### src/rtl/ddr2_burst_seq.sv
module ddr2_burst_seq #(
  parameter int COL_W = 10
) (
  input  logic             clk,
  input  logic             rst_n,
  input  logic             mrs_req,
  input  logic [3:0]       mrs_word,
  input  logic             cmd_req,
  input  logic [COL_W-1:0] cmd_col,
  output logic             beat_valid,
  output logic [COL_W-1:0] beat_col,
  output logic             beat_last,
  output logic             mode_bl8,
  output logic             mode_ilv,
  output logic             cmd_err,
  output logic             mode_err
);
  localparam logic [2:0] LEN_FOUR  = 3'b010;
  localparam logic [2:0] LEN_EIGHT = 3'b011;

  logic             active;
  logic [2:0]       idx;
  logic [COL_W-1:0] base;

  wire on_last  = active && (idx == {mode_bl8, 2'b11});
  wire mid      = active && !on_last;
  wire len_ok   = (mrs_word[2:0] == LEN_FOUR) || (mrs_word[2:0] == LEN_EIGHT);
  wire mrs_take = mrs_req && !active && len_ok;
  wire cmd_take = cmd_req && !mid && !(mrs_req && !active);

  wire [1:0] lo = mode_ilv ? (base[1:0] ^ idx[1:0]) : (base[1:0] + idx[1:0]);
  wire       b2 = base[2] ^ (mode_bl8 & idx[2]);

  assign beat_valid = active;
  assign beat_last  = on_last;
  assign beat_col   = {base[COL_W-1:3], b2, lo};

  always_ff @(posedge clk) begin
    if (!rst_n) begin
      active   <= 1'b0;
      idx      <= '0;
      base     <= '0;
      mode_bl8 <= 1'b0;
      mode_ilv <= 1'b0;
      cmd_err  <= 1'b0;
      mode_err <= 1'b0;
    end else begin
      cmd_err  <= cmd_req && !cmd_take;
      mode_err <= mrs_req && !mrs_take;
      if (mrs_take) begin
        mode_bl8 <= mrs_word[0];
        mode_ilv <= mrs_word[3];
      end
      if (cmd_take) begin
        active <= 1'b1;
        idx    <= '0;
        base   <= cmd_col;
      end else if (on_last) begin
        active <= 1'b0;
      end else if (active) begin
        idx <= idx + 3'd1;
      end
    end
  end
endmodule

### config.mk
export PLATFORM = sky130hd
export DESIGN_NAME = ddr2_burst_seq
export DESIGN_NICKNAME = d
export VERILOG_FILES = /design/src/rtl/ddr2_burst_seq.sv
export SDC_FILE = /design/constraint.sdc
export NUM_CORES = 1
export LEC_CHECK = 0
export ABC_AREA = 1
export BUFFER_PORTS_ARGS = -buffer_cell sky130_fd_sc_hd__buf_2
export CORE_MARGIN = 3
export CORE_UTILIZATION = 40
export CTS_CLUSTER_SIZE = 10
export DETAILED_ROUTE_END_ITERATION = 10
export PLACE_DENSITY = 0.7
export SLEW_MARGIN = 15
export SYNTH_ARGS = -nofsm -noshare
export SYNTH_HDL_FRONTEND = slang
export SYNTH_SLANG_ARGS = --single-unit
### constraint.sdc
create_clock -name clk -period 2.1 [get_ports clk]
set_clock_uncertainty 0.05 [all_clocks]
set_input_delay 0.21 -clock clk [delete_from_list [all_inputs] [get_ports clk]]
set_output_delay 0.21 -clock clk [all_outputs]
set_load 0.005 [all_outputs]
After elaboration in Yosys (flattened, before gate mapping). Cells that the tools add are included.

Flip-flop bits (word level): 18. Logic and storage cells: 38. Input bits: 18. Output and inout bits: 16.

Equality and inequality tests: 3. Bitwise gates (word level): 5. $add $sub $neg: 2. Muxes and demuxes: 3. Reductions and logical operators: 18.

Operator list (count): $logic_and A1 B1 Y1 (8); $eq A3 B2 Y1 const B (2); $logic_not A1 Y1 (6); $add A3 B1 Y3 const B (1); $eq A3 B3 Y1 (1); $add A2 B2 Y2 (1); $mux W1 (2); $mux W2 (1); $not A1 Y1 (2); $reduce_and A2 Y1 (1); $reduce_bool A2 Y1 (1); $reduce_or A2 Y1 (1); $xor A2 B2 Y2 (1); $and A1 B1 Y1 (1); $logic_or A1 B1 Y1 (1); $xor A1 B1 Y1 (1).

Longest topological paths before layout.
Depth after elaboration: 9. Mapped depth: 8. Mapped depth without buffers: 8.

Worst setup path before layout. OpenSTA, ideal clock, no wires.

Path type: register -> register. From: reg mode_bl8. To: reg base[0]. Required time: 1935 ps. Buffers on the path: 1. Stages on the path, launching flop included: 8. Setup slack: 713 ps. Arrival time: 1222 ps. Cell sequence: dfxtp_1 ha_1 inv_1 nand2_1 nand2_1 buf_4 a21oi_1 nor2_1.

Word-level cells in the longest chain between the ends: 7.

Ends and longest elaborated chain: from (decl) (line 13) `output logic mode_bl8,`; from (signal assigned) (line 51) `mode_bl8 <= mrs_word[0];`; $eq A3 B3 Y1 (line 25) `wire on_last = active && (idx == {mode_bl8, 2'b11});`; $logic_and A1 B1 Y1 (line 25); $logic_not A1 Y1 (line 26) `wire mid = active && !on_last;`; $logic_and A1 B1 Y1 (line 26); $logic_not A1 Y1 (line 29) `wire cmd_take = cmd_req && !mid && !(mrs_req && !active);`; $logic_and A1 B1 Y1 (2 in a row) (line 29); to (signal assigned) (line 57) `base <= cmd_col;`; to (decl) (line 23) `logic [COL_W-1:0] base;`.

No other way between the ends. A chain may end at the register's enable or synchronous reset.

Final worst setup path.
From: reg mode_bl8. To: reg idx[1].

Word-level cells in the longest chain between the ends: 8.

Ends and longest elaborated chain: $eq A3 B3 Y1 * (line 25); $logic_and A1 B1 Y1 * (line 25); $logic_not A1 Y1 (line 26); $logic_and A1 B1 Y1 (line 26); $logic_not A1 Y1 (line 29); $logic_and A1 B1 Y1 (2 in a row) (line 29); $reduce_or A2 Y1 (no source line); to (signal assigned) (line 61) `idx <= idx + 3'd1;`; to (decl) (line 22) `logic [2:0] idx;`.

Every way passes the cells marked *; elsewhere a longest branch is shown, timed or not.

==> impl_results.md <==
- Final slew viol count: 0
- Slew headroom: 67.63%
- Worst slew pin tran: 0.4845 ns
- Worst EP arrival: roughly 1.7 ns
- Gr usage total: ~14%
- Die Wd: approximately 55 um
- RSZ-0062 raised after global routing: false
- H-tree level count: 1
- First drt pass iteration count: 4
- Final GP Congestion: roughly 0.75
- Post_cts resized: 0
- Pwr Total: a little under 0.7 mW
- First-pass GRT wire length: around 3000 um
- Hpwl dp: around 1400 um
- Sum Neg Setup Slack: 0 ns
- Max cap viols: 0
- Final ANT Viol Nets: 0
- Post-Syn Nets: 153
- CTS buffer count: 3
- Synth warnings: 0
- Crit. End Element: register
- Syn Inst Count: roughly 130
- Routed wire length per instance: around 10 um
- # IOs: 34
- Core Area: about 2100 um^2
- TritonCTS clock tree: yes
- Vias in the first global route: about 700
- Global route total overflow: 0
- Final period util: 76.08%
- Die ar.: slightly below 3000 um^2
- Setup bufs post-CTS: 0
- Worst-Skew Late Latency: between 0.2 and 0.3 ns
- Die height: roughly 55 um
- LEAKAGE: about 0.60 nW
- Status: completed
- Initial DRC Count: 25
- DRC Markers: 0
- Syn_area_per_cell: 7.147 um^2
- Clock-pin slew on the worst setup and hold paths: 0.09 ns
- P per Cell Area: approximately 650 nW/um^2
- Period minus WS final: roughly 1.6 ns
- Number of clock sinks: 18
- Final setup vio count: 0
- Cell row count: 16
- Via/cell ratio: 4.511
- Critical path class: register to register
- Total Wirelength: roughly 1800 um
- Hold slack: 0.1350 ns
- Post-synth EDFFs: 0
- Layout Nets: about 180
- #FFs+latches synth: 18
- Ys async rst share: 0%
- Pin count of the biggest net entering global routing: 25
- Post-Syn Area: 943.4 um^2
- Yosys cell types: 18
- Hold buffers post-CTS: 0
- I/O Buffers: 33
- Final Non-Filler Cells: 182
- Dpl cell area: between 1000 and 1500 um^2
- Initial Util: 44.88%
- Clock Tree Root: clkbuf_4
- Worst VDD drop: 0.3112 mV
- Final Hold Fails: 0
- Layout cells sized above 1: 25.16%
- Vias post-DR: 821
- Antenna violations before repair: 0
- Dominant synthesized flop cell: dfxtp_1
- Diodes inserted: 0
- HP Class: input pin to register
- Crit-path max FO: 24
- Fmax: 625.9 MHz
- Design area: 1062 um^2
- Area Growth Syn to Fin: 12.60%
- Placed insts: roughly 180
- Data required, critical path: approximately 2.2 ns
- Setup crit start kind: register
- Register area share after synthesis: a little under two fifths
- Bufs on Longest Clock Path: 2
critical path, stage by stage, from the launching register on:
cell,delay [ns]
dfxtp_1,0.34
ha_1,0.31
inv_1,0.06
nand2_1,0.08
nand2_1,0.07
buf_4,0.25
nand2_1,0.11
nand2_1,0.15
nor2_1,0.07
cells by family after synthesis:
group	count (synthesis)	synth area share (%)
and+or+nand+nor	59	26.13
buffers and inverters	36	20.42
DFF	18	38.20
AOI/OAI and AO/OA	12	7.560
xor gates and xnor gates	4	3.714
adders and majority gates	3	3.979
cells in the final DEF, fill, tap and decap left out, drive strengths merged:
cell / count
buf: 34
nor2: 22
inv: 22
nand2: 21
dfxtp: 18
nand3: 12
a21oi: 12
xor2: 3
ha: 3
clkbuf: 3
nand4: 2
xnor2: 1
nor3: 1
nand3b: 1
Yosys cell counts (2+ instances only):
master | count | share of area, %
dfxtp_1 | 18 | 38
ha_1 | 3 | 4.0
nor2_1 | 22 | 8.8
a21oi_1 | 11 | 5.8
nand4_1 | 2 | 1.3
buf_6 | 3 | 3.6
xor2_1 | 3 | 2.8
nand3_1 | 12 | 6.4
nand2_1 | 21 | 8.4
inv_1 | 21 | 8.4
buf_4 | 9 | 7.2
flip-flops by register name (all words and copies together) (netlist names):
signal,count
base,10
beat_valid,1
cmd_err,1
idx,3
mode_bl8,1
mode_err,1
mode_ilv,1
metrics by stage:
step           setup WS (ns)  util [%]
6_report              0.5023     50.54
5_1_grt               0.3648     50.54
4_1_cts               0.5012     50.54
3_5_place_dp          0.5302     49.46
3_3_place_gp          0.6024     49.46
2_1_floorplan         0.7127         -
worst paths after layout:
kind / to / from / slack (ns) / depth (start not counted)
max: idx[1] / mode_bl8 / 0.50 / 8
min: cmd_err / cmd_req / 0.13 / 3
max reg2reg: idx[1] / mode_bl8 / 0.50 / 8
min reg2reg: base[6] / base[6] / 0.44 / 2
metal layers:
layer	GRT usage, %	share of wire [%]
met5	0	0
met2	22.91	50
met1	16.01	43
met3	3.542	4.9
met4	9.129	1.6
report_power, final:
part	switching (mW)	total (mW)	internal, mW
combinational	0.0767	0.139	0.0626
sequential	0.0161	0.382	0.366
clock	0.101	0.168	0.0667
total	0.194	0.689	0.496
final cells by class:
class	count	area, um^2
multi-input combinational	78	390.4
fill	225	1040
clock buffer	3	22.52
inverter	22	82.58
sequential	18	360.3
tap	27	33.78
timing repair buffer	34	172.7
Note: power is estimated with default switching activity, not from simulation.
